<file path="src/rtl/mmio_alu_pkg.sv">
package mmio_alu_pkg;
    localparam int CODE_W = 4;

    typedef enum logic [CODE_W-1:0] {
        AR_A      = 4'h0, AR_AINC  = 4'h1, AR_ADD   = 4'h2, AR_ADDC  = 4'h3,
        AR_SUBB   = 4'h4, AR_SUB   = 4'h5, AR_ADEC  = 4'h6, AR_ADBL  = 4'h7,
        AR_B      = 4'h8, AR_BINC  = 4'h9, AR_BDEC  = 4'hA, AR_RSUB  = 4'hB,
        AR_ADBL1  = 4'hC, AR_NEGA  = 4'hD, AR_BDBL  = 4'hE, AR_NEGB  = 4'hF
    } arith_op_e;

    typedef enum logic [CODE_W-1:0] {
        LG_NOTA   = 4'h0, LG_NOTB  = 4'h1, LG_AND   = 4'h2, LG_OR    = 4'h3,
        LG_XOR    = 4'h4, LG_XNOR  = 4'h5, LG_NAND  = 4'h6, LG_NOR   = 4'h7,
        LG_ZERO   = 4'h8, LG_ONES  = 4'h9, LG_PASSA = 4'hA, LG_PASSB = 4'hB,
        LG_ANDNB  = 4'hC, LG_NAANDB = 4'hD, LG_ORNB = 4'hE, LG_NAORB = 4'hF
    } logic_op_e;

    typedef struct packed {
        logic                  arith;
        logic [CODE_W-1:0]     code;
    } alu_func_t;
endpackage

</file>
<file path="src/rtl/mmio_alu_decode.sv">
module mmio_alu_decode
    import mmio_alu_pkg::*;
#(
    parameter int          ADDR_W    = 16,
    parameter int          WIN_W     = 6,
    parameter logic [15:0] BASE_ADDR = 16'hC000
) (
    input  logic [ADDR_W-1:0] addr,
    output logic              in_window,
    output logic              sel_b,
    output alu_func_t         func
);
    localparam int TAG_W = ADDR_W - WIN_W;
    localparam logic [TAG_W-1:0] TAG = BASE_ADDR[ADDR_W-1:WIN_W];

    always_comb begin
        in_window  = (addr[ADDR_W-1:WIN_W] == TAG);
        sel_b      = addr[WIN_W-1];
        func.arith = addr[CODE_W];
        func.code  = addr[CODE_W-1:0];
    end
endmodule

</file>
<file path="src/rtl/mmio_alu_opregs.sv">
module mmio_alu_opregs #(
    parameter int DATA_W = 16,
    parameter int N_OPS  = 2
) (
    input  logic                      clk,
    input  logic                      rst_n,
    input  logic                      wr_en,
    input  logic [$clog2(N_OPS)-1:0]  wr_sel,
    input  logic [DATA_W-1:0]         wr_data,
    output logic [DATA_W-1:0]         op_q [N_OPS]
);
    for (genvar g = 0; g < N_OPS; g++) begin : g_op
        logic load;
        always_comb load = wr_en && (wr_sel == g[$clog2(N_OPS)-1:0]);

        always_ff @(posedge clk or negedge rst_n) begin
            if (!rst_n)    op_q[g] <= '0;
            else if (load) op_q[g] <= wr_data;
        end

        assert_load_R2: assert property (@(posedge clk) disable iff (!rst_n)
            (wr_en && wr_sel == g[$clog2(N_OPS)-1:0]) |=> (op_q[g] == $past(wr_data)));
        assert_keep_R2: assert property (@(posedge clk) disable iff (!rst_n)
            !(wr_en && wr_sel == g[$clog2(N_OPS)-1:0]) |=> $stable(op_q[g]));
    end
endmodule

</file>
<file path="src/rtl/mmio_alu_arith.sv">
module mmio_alu_arith
    import mmio_alu_pkg::*;
#(
    parameter int DATA_W = 16
) (
    input  arith_op_e          op,
    input  logic [DATA_W-1:0]  a,
    input  logic [DATA_W-1:0]  b,
    output logic [DATA_W-1:0]  y
);
    localparam logic [DATA_W-1:0] ZERO = '0;
    localparam logic [DATA_W-1:0] ONES = '1;

    logic [DATA_W-1:0] x_in, y_in;
    logic              cin;
    logic [DATA_W:0]   sum;

    always_comb begin
        unique case (op)
            AR_A:     begin x_in = a;  y_in = ZERO; cin = 1'b0; end
            AR_AINC:  begin x_in = a;  y_in = ZERO; cin = 1'b1; end
            AR_ADD:   begin x_in = a;  y_in = b;    cin = 1'b0; end
            AR_ADDC:  begin x_in = a;  y_in = b;    cin = 1'b1; end
            AR_SUBB:  begin x_in = a;  y_in = ~b;   cin = 1'b0; end
            AR_SUB:   begin x_in = a;  y_in = ~b;   cin = 1'b1; end
            AR_ADEC:  begin x_in = a;  y_in = ONES; cin = 1'b0; end
            AR_ADBL:  begin x_in = a;  y_in = a;    cin = 1'b0; end
            AR_B:     begin x_in = b;  y_in = ZERO; cin = 1'b0; end
            AR_BINC:  begin x_in = b;  y_in = ZERO; cin = 1'b1; end
            AR_BDEC:  begin x_in = b;  y_in = ONES; cin = 1'b0; end
            AR_RSUB:  begin x_in = b;  y_in = ~a;   cin = 1'b1; end
            AR_ADBL1: begin x_in = a;  y_in = a;    cin = 1'b1; end
            AR_NEGA:  begin x_in = ~a; y_in = ZERO; cin = 1'b1; end
            AR_BDBL:  begin x_in = b;  y_in = b;    cin = 1'b0; end
            AR_NEGB:  begin x_in = ~b; y_in = ZERO; cin = 1'b1; end
            default:  begin x_in = a;  y_in = ZERO; cin = 1'b0; end
        endcase
        sum = {1'b0, x_in} + {1'b0, y_in} + {{DATA_W{1'b0}}, cin};
        y   = sum[DATA_W-1:0];
    end
endmodule

</file>
<file path="src/rtl/mmio_alu_logic.sv">
module mmio_alu_logic
    import mmio_alu_pkg::*;
#(
    parameter int DATA_W = 16
) (
    input  logic_op_e          op,
    input  logic [DATA_W-1:0]  a,
    input  logic [DATA_W-1:0]  b,
    output logic [DATA_W-1:0]  y
);
    always_comb begin
        unique case (op)
            LG_NOTA:   y = ~a;
            LG_NOTB:   y = ~b;
            LG_AND:    y = a & b;
            LG_OR:     y = a | b;
            LG_XOR:    y = a ^ b;
            LG_XNOR:   y = ~(a ^ b);
            LG_NAND:   y = ~(a & b);
            LG_NOR:    y = ~(a | b);
            LG_ZERO:   y = '0;
            LG_ONES:   y = '1;
            LG_PASSA:  y = a;
            LG_PASSB:  y = b;
            LG_ANDNB:  y = a & ~b;
            LG_NAANDB: y = ~a & b;
            LG_ORNB:   y = a | ~b;
            LG_NAORB:  y = ~a | b;
            default:   y = '0;
        endcase
    end
endmodule

</file>
<file path="src/rtl/mmio_alu.sv">
module mmio_alu
    import mmio_alu_pkg::*;
#(
    parameter int          DATA_W    = 16,
    parameter int          ADDR_W    = 16,
    parameter int          WIN_W     = 6,
    parameter logic [15:0] BASE_ADDR = 16'hC000
) (
    input  logic              clk,
    input  logic              rst_n,
    input  logic [ADDR_W-1:0] bus_addr,
    input  logic [DATA_W-1:0] bus_wdata,
    input  logic              bus_wr,
    input  logic              bus_rd,
    output logic [DATA_W-1:0] bus_rdata,
    output logic              bus_rsel
);
    localparam int N_OPS = 2;
    localparam logic [4:0] ADD_OFS = 5'h12;

    logic              in_window, sel_b;
    alu_func_t         func;
    logic [DATA_W-1:0] op_q [N_OPS];
    logic [DATA_W-1:0] arith_y, logic_y, result;

    mmio_alu_decode #(.ADDR_W(ADDR_W), .WIN_W(WIN_W), .BASE_ADDR(BASE_ADDR)) u_dec (
        .addr(bus_addr), .in_window(in_window), .sel_b(sel_b), .func(func)
    );

    mmio_alu_opregs #(.DATA_W(DATA_W), .N_OPS(N_OPS)) u_ops (
        .clk(clk), .rst_n(rst_n),
        .wr_en(bus_wr && in_window), .wr_sel(sel_b),
        .wr_data(bus_wdata), .op_q(op_q)
    );

    mmio_alu_arith #(.DATA_W(DATA_W)) u_arith (
        .op(arith_op_e'(func.code)), .a(op_q[0]), .b(op_q[1]), .y(arith_y)
    );

    mmio_alu_logic #(.DATA_W(DATA_W)) u_logic (
        .op(logic_op_e'(func.code)), .a(op_q[0]), .b(op_q[1]), .y(logic_y)
    );

    always_comb begin
        result    = func.arith ? arith_y : logic_y;
        bus_rsel  = bus_rd && in_window;
        bus_rdata = bus_rsel ? result : '0;
    end

    assert_sel_R4: assert property (@(posedge clk) disable iff (!rst_n)
        (bus_rd && bus_addr[ADDR_W-1:WIN_W] == BASE_ADDR[ADDR_W-1:WIN_W]) |-> bus_rsel);
    assert_idle_zero_R5: assert property (@(posedge clk) disable iff (!rst_n)
        !bus_rsel |-> (bus_rdata == '0));
    assert_add_R9: assert property (@(posedge clk) disable iff (!rst_n)
        (bus_rsel && bus_addr[4:0] == ADD_OFS) |-> (bus_rdata == DATA_W'(op_q[0] + op_q[1])));
    assert_outside_R3: assert property (@(posedge clk) disable iff (!rst_n)
        !in_window |=> ($stable(op_q[0]) && $stable(op_q[1])));
endmodule

</file>
<file path="config.mk">
export PLATFORM = sky130hd
export DESIGN_NAME = mmio_alu
export DESIGN_NICKNAME = d
export VERILOG_FILES = /design/src/rtl/mmio_alu_pkg.sv /design/src/rtl/mmio_alu_decode.sv /design/src/rtl/mmio_alu_opregs.sv /design/src/rtl/mmio_alu_arith.sv /design/src/rtl/mmio_alu_logic.sv /design/src/rtl/mmio_alu.sv
export SDC_FILE = /design/constraint.sdc
export NUM_CORES = 1
export LEC_CHECK = 0
export BUFFER_PORTS_ARGS = -buffer_cell sky130_fd_sc_hd__buf_2
export CAP_MARGIN = 20
export CORE_ASPECT_RATIO = 1.5
export CORE_MARGIN = 3
export CORE_UTILIZATION = 35
export CTS_CLUSTER_DIAMETER = 200
export DETAILED_ROUTE_END_ITERATION = 8
export HOLD_SLACK_MARGIN = 0.06
export PLACE_DENSITY = 0.62
export SLEW_MARGIN = 20
export SYNTH_ARGS = -nofsm -noshare
export SYNTH_HDL_FRONTEND = slang
export SYNTH_SLANG_ARGS = --single-unit
</file>
<file path="constraint.sdc">
create_clock -name clk -period 12.75 [get_ports clk]
set_clock_uncertainty 0.05 [all_clocks]
set_input_delay 2.55 -clock clk [delete_from_list [all_inputs] [get_ports clk]]
set_output_delay 2.55 -clock clk [all_outputs]
set_load 0.01 [all_outputs]
</file>
==> metrics.txt, run 1 <==
Die ar.=19500 µm²; DP Cell Count=1082; max-slew violation count=0; n_diodes=0; register area share after synthesis=12.83%; top flop regs=u_ops.op_q (32); # setup viols final=0; hold buffer count at CTS=0; Slew HR=29.81%; dpl hpwl=15960 µm; most area-hungry cell type in the Yosys netlist=ha_1; DR WL met2=10080 µm; CTS tree=built; RSZ-0062 raised after global routing=false; initial core utilization=35.82%; Placer Congestion=0.9451; GRT Util Overall=22.02%; clock share of power=31.3%; Syn Area/Cell=7.067 µm²; Worst path max stage delay=920 ps; H-tree Lvls=2; post-CTS setup buffers=0; Layout Area Growth over Synthesis=6.276%; CTS clk-pin slew, worst paths=60 ps; Int Pwr=241.1 µW; Startpoint Class=primary input; final std cells w/o fill=1090; Synth top area share=15.64%; Worst Setup Slack, final=2783 ps; critical path endpoint category=output pin; Vias=6803; clk sink count=32; Final min period=9967 ps; most frequent cells in the layout=o21ai_0, nand2_1, ha_1, a21oi_1, nor2_1; setup TNS=0 ps; max-cap viol count=0; first-pass GRT wire length=34620 µm; RR Endpoint=u_ops.op_q[24]; period utilization=78.18%; overall power=396.2 µW; hold worst-path end=u_ops.op_q[14]; WP data required=10150 ps; syn_nets=999; final WL=21870 µm; outcome=finished clean; largest net degree at the start of global routing=85; switching fraction of total power=39.15%; I/O pins=53; Post-synth EDFFs=0; clock tree buffer depth=2; max reg flops=32; share of layout cells above drive strength 1=10.38%; Root Buffer=clkbuf_16; CP Max Fanout=45; r2r worst-path depth=2; DRC Markers=0; Worst Max-Slew Pin Slew=1051 ps; f_max=100.3 MHz; share of power burned in registers=27.2%; r2r startpoint=u_ops.op_q[24]; Metal-1 WL=8849 µm; Buffers on Ports=52; Final Hold Slack=734.3 ps; Critical Path AT=7370 ps; pre-CTS WS=2935 ps; register-to-register setup slack=11680 ps; initial antenna violation count=0; Async SR Flop Fraction=100.0%; grt total ovfl=0; latest clock arrival within the worst-skew pair=280 ps; DR pass1 iterations=6; VDD IR-drop max=0.00004256 V; met3 WL post-DR=1857 µm; vias in the first global route=6305; worst hold-check path type=reg2reg; Biggest register=u_ops.op_q; NetSw=155.1 µW; number of DRC markers in iteration 0=817; Yosys reg bits=32; Hold Startpoint=u_ops.op_q[14]; main area contributors after synthesis=ha_1, dfrtp_1, o21ai_0; commonest non-fill, non-tap cell in the layout=o21ai_0; Cell Pwr Density=59.74 nW/µm²; total CTS buffers=5; WS Path Type=in2out; P_leak=2.895 nW; top layer in use=met4; Yosys cell types=69; hold path depth=2; num rows=59; PostCTS Resize Cnt=0; Syn. warnings=0; antenna-violating nets left=0; mapped cell area=6240 µm²; die height=169.5 µm; final hold vios=0; Slowest-stage cell, CP=nor2_1; wire length per cell=20.06 µm; Logic pwr share=41.5%; Synth Flop Type=dfrtp_1; Die Width=115.0 µm; post-DR vias/cell=6.241; Core Area=17420 µm²; critical path, cell by cell=buf_2 > inv_2 > nor2_1 > o22ai_1 > nand2_1 > o21a_1 > ha_1 > a21oi_1 > nor2_1 > a2111oi_4 > a311oi_1 > nor3_1 > o21ai_0 > a221oi_1 > buf_2; Syn Inst Count=883; Final Net Count=992
## final cells by class
type                    instances  area [µm²]
fillers                      1859       10790
repair buffers                 65       362.8
well taps                     213       266.5
inverters                      47       181.4
multi-input cells             725        4873
flip-flops and latches         32       800.8
clock buffers                   8       146.4
## synthesized netlist by cell type (4+ instances only)
| cell | number |
|---|---|
| a22o_1 | 6 |
| a221o_1 | 6 |
| nand2b_1 | 15 |
| inv_1 | 44 |
| a32o_1 | 4 |
| xnor2_1 | 10 |
| o21a_1 | 5 |
| o2111ai_1 | 4 |
| a22oi_1 | 16 |
| nand3_1 | 22 |
| nor2_1 | 72 |
| buf_1 | 9 |
| a21oi_1 | 72 |
| a32oi_1 | 16 |
| o22ai_1 | 41 |
| a31oi_1 | 13 |
| mux2i_1 | 16 |
| nand2_1 | 95 |
| buf_4 | 7 |
| a221oi_1 | 12 |
| xor2_1 | 17 |
| buf_2 | 38 |
| dfrtp_1 | 32 |
| o21ai_0 | 99 |
| o221ai_1 | 11 |
| a21o_1 | 4 |
| nor3_1 | 9 |
| o32ai_1 | 5 |
| ha_1 | 78 |
| nor2b_1 | 12 |
| clkbuf_1 | 23 |
| a2111oi_0 | 4 |
| o31ai_1 | 4 |
| a211oi_1 | 8 |
## worst max path at each step
stage	from	endpoint	slack (ps)	cells past startpoint
5_1_grt	bus_addr[2]	bus_rdata[15]	2500	15
3_3_place_gp	bus_addr[2]	bus_rdata[15]	2950	15
4_1_cts	bus_addr[2]	bus_rdata[15]	2930	15
3_5_place_dp	bus_addr[2]	bus_rdata[15]	2940	15
6_report	bus_addr[2]	bus_rdata[15]	2780	15
2_1_floorplan	bus_addr[1]	bus_rdata[15]	4640	15
## stage by stage
| stage | instance area [µm²] | utilization [%] |
|---|---|---|
| after global placement | 6484 | 37.22 |
| final | 6631 | 38.06 |
| after floorplan | 6240 | - |
| after detailed placement | 6484 | 37.22 |
| after global routing | 6631 | 38.06 |
| after CTS | 6630 | 38.06 |
## routing by layer
layer / track usage (%) / up-vias
li1: - / 3224
met1: 28.77 / 3144
met2: 35.84 / 358
met3: 2.462 / 77
met4: 10.62 / 0
met5: 0 / -
## cells by family (layout without fill, tap and decap cells)
kind of cell             Yosys count  after routing  synth area share (%)
multiplexers                      18             18                 3.108
buffers and inverters            126            120                 9.084
flip-flops                        32             32                 12.83
XOR/XNOR                          27             27                 3.790
AND/OR/NAND/NOR                  248            248                 18.19
AO/OA/AOI/OAI                    352            352                 36.72
adder cells (fa/ha/maj)           80             80                 16.28
## worst max-delay path, delay by kind of cell
kind	cells	cell delay (ps)
adder cells (fa/ha/maj)	1	230
AO/OA/AOI/OAI	7	1860
buffers and inverters	3	1400
AND/OR/NAND/NOR	4	1310
## power groups by stage
stage          registers, mW  clock network, mW  logic, mW
2_1_floorplan          0.107                  0      0.121
3_3_place_gp           0.109                  0      0.160
3_5_place_dp           0.109                  0      0.160
4_1_cts                0.107              0.127      0.161
5_1_grt                0.108              0.130      0.180
6_report               0.108              0.124      0.164
Note: power is estimated with default switching activity, not from simulation.
==> inputs of run 2 (changes only) <==
--- a/config.mk
+++ b/config.mk
@@ -5,6 +5,7 @@
 export SDC_FILE = /design/constraint.sdc
 export NUM_CORES = 1
 export LEC_CHECK = 0
+export ABC_AREA = 1
 export BUFFER_PORTS_ARGS = -buffer_cell sky130_fd_sc_hd__buf_2
 export CAP_MARGIN = 20
 export CORE_ASPECT_RATIO = 1.5
@@ -13,7 +14,7 @@
 export CTS_CLUSTER_DIAMETER = 200
 export DETAILED_ROUTE_END_ITERATION = 8
 export HOLD_SLACK_MARGIN = 0.06
-export PLACE_DENSITY = 0.62
+export PLACE_DENSITY = 0.63
 export SLEW_MARGIN = 20
 export SYNTH_ARGS = -nofsm -noshare
 export SYNTH_HDL_FRONTEND = slang
==> constraint.sdc (replaced) <==
create_clock -name clk -period 9.6 [get_ports clk]
set_clock_uncertainty 0.05 [all_clocks]
set_input_delay 1.92 -clock clk [delete_from_list [all_inputs] [get_ports clk]]
set_output_delay 1.92 -clock clk [all_outputs]
set_load 0.01 [all_outputs]
==> run 2 against run 1 <==
Worst hold slack worse by 210 ps. First-iteration DRC count down 31%. Core utilization is 1.2 points higher. Critical endpoint is now bus_rdata[14].
==> metrics.txt, run 2 <==
outcome=finished clean; die height=160.8 µm (-5.1%); wire length per cell=17.11 µm (-15%); clk sink count=32 (unchanged); f_max=136.3 MHz; Worst Max-Slew Pin Slew=1003 ps (-48.14 ps); final hold vios=0 (unchanged); RR Endpoint=u_ops.op_q[30]; DR pass1 iterations=6 (unchanged); initial core utilization=35.79% (about the same); first-pass GRT wire length=31340 µm (-9.5%); Root Buffer=clkbuf_16; num rows=56 (-5.1%); hold buffer count at CTS=0 (unchanged); Cell Pwr Density=73.54 nW/µm² (+23%); max-cap viol count=0 (unchanged); latest clock arrival within the worst-skew pair=280 ps (about the same); Final Net Count=1079 (+8.8%); Async SR Flop Fraction=100.0% (unchanged); VDD IR-drop max=0.0001032 V (+140%); CP Max Fanout=15 (-67%); Placer Congestion=0.9491 (+0.42%); # setup viols final=0 (unchanged); Die ar.=17560 µm² (-9.9%); Reg area=800.8 µm² (unchanged); final WL=19970 µm (-8.7%); Final min period=7336 ps; Buffers on Ports=52 (unchanged); Critical Path End=bus_rdata[14]; syn_nets=1051 (+5.2%); top-count cell post-synth=nand2_1; CP Launch Point=bus_addr[1]; DRC Markers=0 (unchanged); antenna-violating nets left=0 (unchanged); post-DR vias/cell=5.605 (-10%); Multi-input gate area=4183 µm² (-14%); register area share after synthesis=14.32% (+1.5 points); Filler cells=1791 (-3.7%); Layout Area Growth over Synthesis=9.754%; PostCTS Resize Cnt=0 (unchanged); largest net degree at the start of global routing=33 (-61%); final std cells w/o fill=1167 (+7.1%); Syn Area/Cell=5.982 µm² (-15%); CTS tree=built; mapped cell area=5593 µm² (-10%); RSZ-0062 raised after global routing=false; H-tree Lvls=2 (unchanged); grt total ovfl=0 (unchanged); Core Area=15630 µm² (-10%); top flop regs=u_ops.op_q (32); share of layout cells above drive strength 1=8.921% (-1.5 points); post-CTS setup buffers=0 (unchanged); Slew HR=33.09% (+3.3 points); max-slew violation count=0 (unchanged); clock tree buffer depth=2 (unchanged); setup TNS=0 ps (unchanged); Yosys reg bits=32 (unchanged); period utilization=76.41%; r2r worst-path depth=2 (unchanged); r2r startpoint=u_ops.op_q[30]; WP data required=7630 ps (-2520 ps); Die Width=109.2 µm (-5.0%); Biggest register=u_ops.op_q; initial antenna violation count=0 (unchanged); P_leak=3.006 nW (+3.9%); most area-hungry cell type in the Yosys netlist=ha_1; max reg flops=32 (unchanged); critical path endpoint category=output pin; Post-synth EDFFs=0 (unchanged); Synth Flop Type=dfrtp_1; most frequent cells in the layout=nand2_1, o21ai_0, inv_1, nor2_1, ha_1; WS Path Type=in2out; commonest non-fill, non-tap cell in the layout=nand2_1; Synth top area share=17.45% (+1.8 points); Syn. warnings=0 (unchanged); Vias=6541 (-3.9%); Critical Path AT=5370 ps (-2000 ps); worst hold-check path type=reg2reg; Yosys cell types=34 (-51%); number of DRC markers in iteration 0=560 (-31%); register-to-register setup slack=8690 ps (-2990 ps); dpl hpwl=15130 µm (-5.2%); main area contributors after synthesis=ha_1, nand2_1, dfrtp_1; Syn Inst Count=935 (+5.9%); GRT Util Overall=22.36% (+0.34 points); DP Cell Count=1158 (+7.0%); Startpoint Class=primary input; n_diodes=0 (unchanged); total CTS buffers=5 (unchanged); I/O pins=53 (unchanged); Synth top cells by count=nand2_1, o21ai_0, inv_1; CTS clk-pin slew, worst paths=50 ps (about the same); vias in the first global route=6137 (-2.7%)
## run 2: cell count changes in the layout (fill, tap and decap cells not counted), moves of 13 or more
cell	before	now
nand2_1	95	236
inv_1	44	113
o21ai_0	99	124
nor2_1	72	91
xor2_1	17	0
a32oi_1	16	0
mux2i_1	16	0
a22oi_1	16	1
nand2b_1	15	0
nand4_1	3	16
## run 2: worst min path at each step
| stage | startpoint | endpoint | slack, ps | cells past startpoint |
|---|---|---|---|---|
| finish | u_ops.op_q[2] | u_ops.op_q[2] | 520 | 2 |
| global route | u_ops.op_q[2] | u_ops.op_q[2] | 560 | 2 |
| CTS | u_ops.op_q[2] | u_ops.op_q[2] | 520 | 2 |
| detailed placement | u_ops.op_q[2] | u_ops.op_q[2] | 510 | 2 |
| global placement | u_ops.op_q[5] | u_ops.op_q[5] | 500 | 2 |
| floorplan | u_ops.op_q[12] | u_ops.op_q[12] | 460 | 2 |
## run 2: critical path, stage by stage
cell      delay (ps)
buf_2            150
inv_2             90
nor2_2            50
nand2_1          450
nand2_1          480
inv_1            160
o21ai_0           90
a221oi_1         230
a21oi_1           70
ha_1             390
nand2_1          130
nor3_1           230
nand2_1           80
o211ai_1         190
nand3_1          190
nand2_1           90
nand2_1           50
a21oi_1          120
nor2_1            60
buf_2            140
## run 2: kinds of logic after synthesis
group,synth area share (%)
buf+inv,10.98
fa+ha+maj,18.17
xor+xnor,0.1566
compound gates,26.98
flops,14.32
simple gates,29.40
## run 2: area by class of cell
| cell class | instances | area share, % |
|---|---|---|
| Tap cell | 203 | 4.138 |
| Clock inverter | 2 | 0.1631 |
| Timing Repair Buffer | 57 | 4.974 |
| Inverter | 119 | 7.277 |
| Sequential cell | 32 | 13.05 |
| Multi-Input combinational cell | 748 | 68.14 |
| Clock buffer | 6 | 2.263 |
## run 2: metal layers
| layer | track usage, % | part of all wire, % | vias up |
|---|---|---|---|
| met4 | 12.93 | 5.4 | 0 |
| li1 | - | - | 3194 |
| met2 | 36.63 | 47 | 328 |
| met1 | 28.41 | 41 | 2946 |
| met5 | 0 | 0 | - |
| met3 | 1.769 | 7.0 | 73 |
## run 2: where the power goes
group / switching [mW] / internal, mW / leakage (nW) / total, mW
logic: 0.105 / 0.0502 / 2.48 / 0.155
clock network: 0.0556 / 0.102 / 0.0766 / 0.158
registers: 0.00230 / 0.136 / 0.447 / 0.138
total: 0.163 / 0.288 / 3.01 / 0.451
## run 2: stage by stage
step                      area, µm²  hold slack (ps)  util, %  total power [mW]  worst slack (ps)
final                          6138            519.7    39.29            0.4514              2264
after CTS                      6118            522.9    39.16            0.4528              2325
after floorplan                5593            457.2        -            0.2461              3311
after detailed placement       5969            509.4    38.20            0.2919              2334
after global routing           6138            560.0    39.29            0.4815              1900
after global placement         5969            496.1    38.20            0.2920              2382
